==> src/rtl/mapper_pkg.sv <==
package mapper_pkg;
  localparam int NREG       = 8;
  localparam int IDX_W      = $clog2(NREG);
  localparam int REG_W      = 6;
  localparam int PRG_BANK_W = 4;
  localparam int CHR_BANK_W = REG_W;
  localparam int PRG_OFF_W  = 13;
  localparam int CHR_OFF_W  = 10;
  localparam int PRG_ADDR_W = PRG_BANK_W + PRG_OFF_W;
  localparam int CHR_ADDR_W = CHR_BANK_W + CHR_OFF_W;

  typedef logic [REG_W-1:0] bank_reg_t;

  // PRG bank for one of the four 8 KB CPU windows
  function automatic logic [PRG_BANK_W-1:0] prg_bank_f(
      input logic [1:0] slot, input bank_reg_t r_lo, input bank_reg_t r_hi);
    logic [PRG_BANK_W-1:0] b;
    case (slot)
      2'd0:    b = r_lo[PRG_BANK_W-1:0];
      2'd1:    b = r_hi[PRG_BANK_W-1:0];
      2'd2:    b = {{(PRG_BANK_W-1){1'b1}}, 1'b0};
      default: b = '1;
    endcase
    return b;
  endfunction

  // CHR 1 KB bank for one of eight PPU windows
  function automatic logic [CHR_BANK_W-1:0] chr_bank_f(
      input logic [2:0] slot, input logic [NREG-1:0][REG_W-1:0] regs);
    logic [CHR_BANK_W-1:0] b;
    case (slot)
      3'd0, 3'd1: b = {regs[0][REG_W-1:1], slot[0]};
      3'd2, 3'd3: b = {regs[1][REG_W-1:1], slot[0]};
      3'd4:       b = regs[2];
      3'd5:       b = regs[3];
      3'd6:       b = regs[4];
      default:    b = regs[5];
    endcase
    return b;
  endfunction

  // Nametable A10 source selection
  function automatic logic nt_a10_f(
      input logic from_chr, input logic vert, input logic a11, input logic a10,
      input bank_reg_t r0, input bank_reg_t r1);
    logic v;
    if (from_chr) v = a11 ? r1[REG_W-1] : r0[REG_W-1];
    else          v = vert ? a10 : a11;
    return v;
  endfunction
endpackage

==> src/rtl/mapper_regfile.sv <==
module mapper_regfile
  import mapper_pkg::*;
#(
  parameter int N   = NREG,
  parameter int W   = REG_W,
  parameter int IW  = IDX_W
) (
  input  logic              clk,
  input  logic              rst_n,
  input  logic              cpu_wr,
  input  logic              cpu_a15,
  input  logic              cpu_a0,
  input  logic [W-1:0]      wdata,
  output logic [N-1:0][W-1:0] regs_o
);
  logic [IW-1:0]       idx_q;
  logic [N-1:0][W-1:0] regs_q;
  logic                sel_wr;
  logic                dat_wr;

  assign sel_wr = cpu_wr & cpu_a15 & ~cpu_a0;
  assign dat_wr = cpu_wr & cpu_a15 &  cpu_a0;

  always_ff @(posedge clk or negedge rst_n) begin
    if (!rst_n) idx_q <= '0;
    else if (sel_wr) idx_q <= wdata[IW-1:0];
  end

  for (genvar i = 0; i < N; i++) begin : g_reg
    always_ff @(posedge clk or negedge rst_n) begin
      if (!rst_n) regs_q[i] <= '0;
      else if (dat_wr && (idx_q == IW'(i))) regs_q[i] <= wdata;
    end
  end

  assign regs_o = regs_q;


  idx_load_chk: assert property (@(posedge clk) disable iff (!rst_n)
    sel_wr |=> idx_q == $past(wdata[IW-1:0]));

  reg_load_chk: assert property (@(posedge clk) disable iff (!rst_n)
    dat_wr |=> regs_q[$past(idx_q)] == $past(wdata));

  reg_hold_chk: assert property (@(posedge clk) disable iff (!rst_n)
    !dat_wr |=> $stable(regs_q));

  idx_hold_chk: assert property (@(posedge clk) disable iff (!rst_n)
    !sel_wr |=> $stable(idx_q));
endmodule

==> src/rtl/mapper_prg.sv <==
module mapper_prg
  import mapper_pkg::*;
#(
  parameter int BW = PRG_BANK_W,
  parameter int OW = PRG_OFF_W
) (
  input  logic            clk,
  input  logic            rst_n,
  input  logic [OW+1:0]   cpu_off,
  input  bank_reg_t       r_lo,
  input  bank_reg_t       r_hi,
  output logic [BW+OW-1:0] prg_addr
);
  logic [1:0]    win;
  logic [BW-1:0] bank;
  logic          fixed_win;

  assign win       = cpu_off[OW+1:OW];
  assign fixed_win = win[1];
  assign bank      = prg_bank_f(win, r_lo, r_hi);
  assign prg_addr  = {bank, cpu_off[OW-1:0]};


  fixed_bank_chk: assert property (@(posedge clk) disable iff (!rst_n)
    fixed_win |-> (&prg_addr[BW+OW-1:OW+1]) && (prg_addr[OW] == cpu_off[OW]));

  switch_bank_chk: assert property (@(posedge clk) disable iff (!rst_n)
    (win == 2'd1) |-> prg_addr[BW+OW-1:OW] == r_hi[BW-1:0]);
endmodule

==> src/rtl/mapper_chr.sv <==
module mapper_chr
  import mapper_pkg::*;
#(
  parameter int N  = NREG,
  parameter int W  = REG_W,
  parameter int OW = CHR_OFF_W
) (
  input  logic                clk,
  input  logic                rst_n,
  input  logic [OW+2:0]       ppu_off,
  input  logic [N-1:0][W-1:0] regs,
  input  logic                nt_src_chr,
  input  logic                mirror_vert,
  output logic [W+OW-1:0]     chr_addr,
  output logic                nt_a10
);
  logic [2:0]   win;
  logic [W-1:0] bank;
  logic         low_table;

  assign win       = ppu_off[OW+2:OW];
  assign low_table = ~win[2];
  assign bank      = chr_bank_f(win, regs);
  assign chr_addr  = {bank, ppu_off[OW-1:0]};
  assign nt_a10    = nt_a10_f(nt_src_chr, mirror_vert, ppu_off[OW+1],
                              ppu_off[OW], regs[0], regs[1]);


  half_bank_chk: assert property (@(posedge clk) disable iff (!rst_n)
    low_table |-> chr_addr[OW] == ppu_off[OW]);

  vert_mirror_chk: assert property (@(posedge clk) disable iff (!rst_n)
    (!nt_src_chr && mirror_vert) |-> nt_a10 == ppu_off[OW]);

  chr_nt_chk: assert property (@(posedge clk) disable iff (!rst_n)
    (nt_src_chr && !ppu_off[OW+1]) |-> nt_a10 == regs[0][W-1]);
endmodule

==> src/rtl/bank_mapper.sv <==
module bank_mapper
  import mapper_pkg::*;
(
  input  logic                  clk,
  input  logic                  rst_n,
  input  logic                  cpu_wr,
  input  logic [15:0]           cpu_addr,
  input  logic [7:0]            cpu_data,
  input  logic [13:0]           ppu_addr,
  input  logic                  nt_src_chr,
  input  logic                  mirror_vert,
  output logic [PRG_ADDR_W-1:0] prg_addr,
  output logic [CHR_ADDR_W-1:0] chr_addr,
  output logic                  nt_a10
);
  logic [NREG-1:0][REG_W-1:0] regs;
  logic unused_bits;

  assign unused_bits = ^{cpu_data[7:REG_W], ppu_addr[13]};

  mapper_regfile u_regs (
    .clk(clk), .rst_n(rst_n), .cpu_wr(cpu_wr),
    .cpu_a15(cpu_addr[15]), .cpu_a0(cpu_addr[0]),
    .wdata(cpu_data[REG_W-1:0]), .regs_o(regs)
  );

  mapper_prg u_prg (
    .clk(clk), .rst_n(rst_n), .cpu_off(cpu_addr[PRG_OFF_W+1:0]),
    .r_lo(regs[6]), .r_hi(regs[7]), .prg_addr(prg_addr)
  );

  mapper_chr u_chr (
    .clk(clk), .rst_n(rst_n), .ppu_off(ppu_addr[CHR_OFF_W+2:0]),
    .regs(regs), .nt_src_chr(nt_src_chr), .mirror_vert(mirror_vert),
    .chr_addr(chr_addr), .nt_a10(nt_a10)
  );
endmodule

==> config.mk <==
export PLATFORM = sky130hd
export DESIGN_NAME = bank_mapper
export DESIGN_NICKNAME = d
export VERILOG_FILES = /design/src/rtl/mapper_pkg.sv /design/src/rtl/mapper_regfile.sv /design/src/rtl/mapper_prg.sv /design/src/rtl/mapper_chr.sv /design/src/rtl/bank_mapper.sv
export SDC_FILE = /design/constraint.sdc
export NUM_CORES = 1
export LEC_CHECK = 0
export CORE_MARGIN = 10
export CORE_UTILIZATION = 50
export CTS_BUF_LIST = sky130_fd_sc_hd__clkbuf_4
export DETAILED_ROUTE_END_ITERATION = 6
export DONT_BUFFER_PORTS = 1
export PLACE_DENSITY = 0.75
export SYNTH_ARGS = -nofsm -noshare
export SYNTH_HDL_FRONTEND = slang
export SYNTH_SLANG_ARGS = --single-unit
==> constraint.sdc <==
create_clock -name clk -period 2.3 [get_ports clk]
set_clock_uncertainty 0.1 [all_clocks]
set_input_delay 0.115 -clock clk [delete_from_list [all_inputs] [get_ports clk]]
set_output_delay 0.115 -clock clk [all_outputs]
set_load 0.01 [all_outputs]
# == Yosys cells after proc, flatten, opt, wreduce, memory -nomap -nowiden ==
# Index checks and enable logic that the tools add are counted.
# Widths: inputs -> output; s select.
# word_totals
out_inout_bits,34
register_bits,47
input_bits,43
elab_cells,46
# classes
eq_ne,15
n_bitwise,4
n_mux,5
n_reduce_logical,13
# ops
op,count
$pmux 6 s5,1
$eq 3x3->1 const B,7
$eq 3x2->1 const B,4
$pmux 4 s3,1
$logic_and 1x1->1,8
$eq 3x1->1 const B,2
$logic_not 3->1,2
$reduce_or 2->1,2
$and 1x1->1,3
$mux 1,3
$eq 2x1->1 const B,1
$eq 2x2->1 const B,1
$logic_not 2->1,1
$not 1->1,1

# == Longest topological paths before layout ==
# logic_depth
ltp_word,3
ltp_mapped,5
depth_no_buf,4

# == Hierarchy ==
# From an unflattened synthesis, not the netlist that was laid out.
# hier_totals
hier_cells,199
hier_area_um2,2568.7
# by_module_without_submodules
mod,n_inst,seq_area_each_um2,area_per_inst_um2,cells_each
mapper_regfile,1,1276.2,1994.4,118
mapper_chr,1,0.0,415.4,59
mapper_prg,1,0.0,158.9,22

# == Least setup slack after synthesis ==
# No wires, ideal clock.
# synth_path
path_kind,reg2reg
startpoint,register u_regs.idx_q[0]
endpoint,"register u_regs.regs_q, in the netlist u_regs.regs_o[12]"
slack_ps,804
t_required_ps,2075
synth_period_minus_slack_ps,1496
arrival_ps,1271
path_buffers,0
setup_time_ps,125
stages_incl_launch_ff,4
cell_sequence,dfrtp_1 > or2_4 > nor3_4 > mux2_2
# synth_via
elab_chain_cells,2
# synth_rtl
element,line_no,rtl
"start, declared",mapper_regfile.sv:16,logic [IW-1:0] idx_q;
"start signal, assigned",mapper_regfile.sv:26,else if (sel_wr) idx_q <= wdata[IW-1:0];
$eq 3x2->1,mapper_regfile.sv:32,else if (dat_wr && (idx_q == IW'(i))) regs_q[i] <= wdata;
$logic_and 1x1->1,mapper_regfile.sv:32,
"end signal, assigned by index",mapper_regfile.sv:32,
"end, declared",mapper_regfile.sv:17,logic [N-1:0][W-1:0] regs_q;
# No other way between the ends.
# A chain may end at the register's enable or synchronous reset.

# == Final worst setup path ==
# layout_path
startpoint,register u_regs.idx_q[0]
endpoint,"register u_regs.regs_q, in the netlist u_regs.regs_o[13]"
# The elaborated chain is that of the path after synthesis.

==> impl_metrics.ini <==
[status]
status = finished, final reports clean

[logic_synthesis]
synth_edf_count = 0
synth_commonest_cells = 45 x dfrtp_1, 44 x mux2_2, 23 x buf_4, 11 x nand2_1, 7 x nor2b_1
async_flop_share_pct = 100
syn_inst = 187
synthFlopType = dfrtp_1
synth_fp_nets = 230
synth_top_cell_area_share_pct = 49.0
synth.most_common_cell = dfrtp_1
synth_top_cell_by_area = dfrtp_1
syn_area_sq_mm = 0.00230
synthTopCellsByArea = dfrtp_1 49%, mux2_2 22%, buf_4 7.5%
yosysUniqueCellTypes = 30
syn_area_per_cell_sq_um = 12.3
ys_seq_area_share_pct = 49.0
ys_warn_count = 0
yosys_register_bits = 45

[global_route]
antenna_found_initial = 0
grt_pass1_wl_um = 7610
grt_pass1_vias = 1455
grt_max_degree = 46
overflow = 0
grt.total_usage_pct = 12.6

[power]
intPower_mw = 1.56
switchingPower_mw = 0.626
switching_share_pct = 28.6
power_mw = 2.19
pwr-share-comb_pct = 24.7
ir_worst_vdd_mv = 0.479
power_density_mw_per_mm2 = 936
power.leakage_nw = 1.02
p_clk_share_pct = 18.1
seqPwrFrac_pct = 57.1

[floorplanning]
die_x_um = 87.8
coreArea_sq_mm = 0.00441
fp.dieArea_sq_mm = 0.00770
die_h_um = 87.8
initial_core_util_pct = 52.0
rows = 24
io_pins = 77

[clock_tree]
cts_resized = 0
clk_pin_slew_ps = 120
cts_setup_buffers = 0
clock-sinks = 45
clockRootBuffer = clkbuf_4
clkLatencyLatePin_ps = 350
cts_buffers = 5
holdBufCountCts = 9
clockBufferDepth = 2
tritoncts = done
htreeDepth = 2

[timing]
finalCritPeriodShare_pct = 73.1
tightestPinTransition_ps = 455
hold_viol = 0
drv_slew = 0
fmax_mhz = 595
setup_ws_ps = 620
finalSetupViolations = 0
tns_ps = 0
finalCriticalPeriod_ps = 1680
rsz0062_at_grt = no
slew_headroom_pct = 69.4

[finish]
final_net_count = 220
antennaDiodeCount = 0
layout-drive-gt1-share_pct = 34.3
num-fill-cells = 349
area_growth_pct = 1.96

[setup_path]
start_kind = register
worstSetupPathType = register to register
crit_fanout = 6
crit_required_ps = 2450
cp-end-kind = register
arrival_ps = 1830
reg2reg_depth = 3

[placed_design]
hpwl_um = 3390
io_buffers = 0
gp_congestion = 0.765
place_worst_setup_slack_ps = 651

[route]
viasPerCell = 6.21
ant_nets = 0
vias = 1429
wl_per_cell_um = 20.7
wirelength_um = 4770
first_pass_iters = 6
drtIter0Drc = 97
drc_errors = 0

[run]
cap_violations = 0

[hold_path]
min_path_cells = 3
hold_class = input port to register
==> critical path, stage by stage (launching register included) <==
cell     delay, ps
dfrtp_1        430
or2_4          300
nor3_4         360
mux2_2         380
==> per-layer routing <==
layer | global-route usage (%) | routed length [um] | vias up
li1 | - | - | 634
met1 | 14.5 | 1800 | 702
met2 | 19.2 | 2350 | 53
met3 | 3.90 | 325 | 40
met4 | 9.57 | 295 | 0
met5 | 0 | 0 | -
==> registers in the layout, summed over array words and instances, names as in the netlist <==
name	count
u_regs.regs_o	42
u_regs.idx_q	3
==> path summary, 6_finish.rpt <==
kind / slack [ps] / startpoint / endpoint
max: 620 / u_regs.idx_q[0] / u_regs.regs_o[13]
min: 40 / cpu_addr[15] / u_regs.idx_q[1]
max reg2reg: 620 / u_regs.idx_q[0] / u_regs.regs_o[13]
min reg2reg: 410 / u_regs.regs_o[45] / u_regs.regs_o[45]
max in group asynchronous: 1750 / rst_n / u_regs.regs_o[38]
min in group asynchronous: 140 / rst_n / u_regs.regs_o[28]
==> area by class of cell <==
| type | instances | area [sq um] | area share, % |
|---|---|---|---|
| multi-input combinational | 114 | 975 | 41.6 |
| tap | 52 | 65.1 | 2.78 |
| clock buffer | 8 | 60.1 | 2.57 |
| sequential | 45 | 1130 | 48.1 |
| timing repair buffer | 9 | 108 | 4.60 |
| inverter | 2 | 7.51 | 0.321 |
==> power groups by stage <==
stage | Sequential (mW) | Combinational [mW] | Clock (mW)
CTS | 1.25 | 0.550 | 0.408
floorplan | 1.21 | 0.487 | 0
global route | 1.28 | 0.597 | 0.435
detailed placement | 1.27 | 0.507 | 0
finish | 1.25 | 0.542 | 0.397
global placement | 1.24 | 0.482 | 0
==> cell usage in the layout, fill, tap and decap left out, types with 2 or more instances in the layout <==
cell type / instances
nor3_4: 2
nor2_4: 2
a22oi_1: 4
mux2_2: 44
a211o_1: 3
o21ai_0: 3
a221oi_1: 5
nand2_1: 11
a31oi_1: 4
dlygate4sd3_1: 8
nor2_1: 6
nor2b_1: 7
mux2i_1: 2
inv_1: 2
nand3_1: 3
nand2b_1: 2
clkbuf_4: 8
dfrtp_1: 45
nor2_2: 2
o22a_1: 4
==> kinds of logic after synthesis <==
logic type             synth area share [%]
AOI/OAI and AO/OA                      9.48
buffers and inverters                  8.50
DFF                                    49.0
muxes                                  22.9
and+or+nand+nor                        10.0
==> metrics by stage <==
stage | cells | utilization, % | instance area, sq um | hold WS (ps)
5_1_grt | 230 | 53.0 | 2340 | 55.4
3_3_place_gp | 213 | 49.2 | 2170 | -279
4_1_cts | 230 | 53.0 | 2340 | 30.3
3_5_place_dp | 213 | 49.2 | 2170 | -279
2_1_floorplan | 187 | - | 2300 | -281
6_report | 230 | 53.0 | 2340 | 39.7
Note: power is estimated with default switching activity, not from simulation.
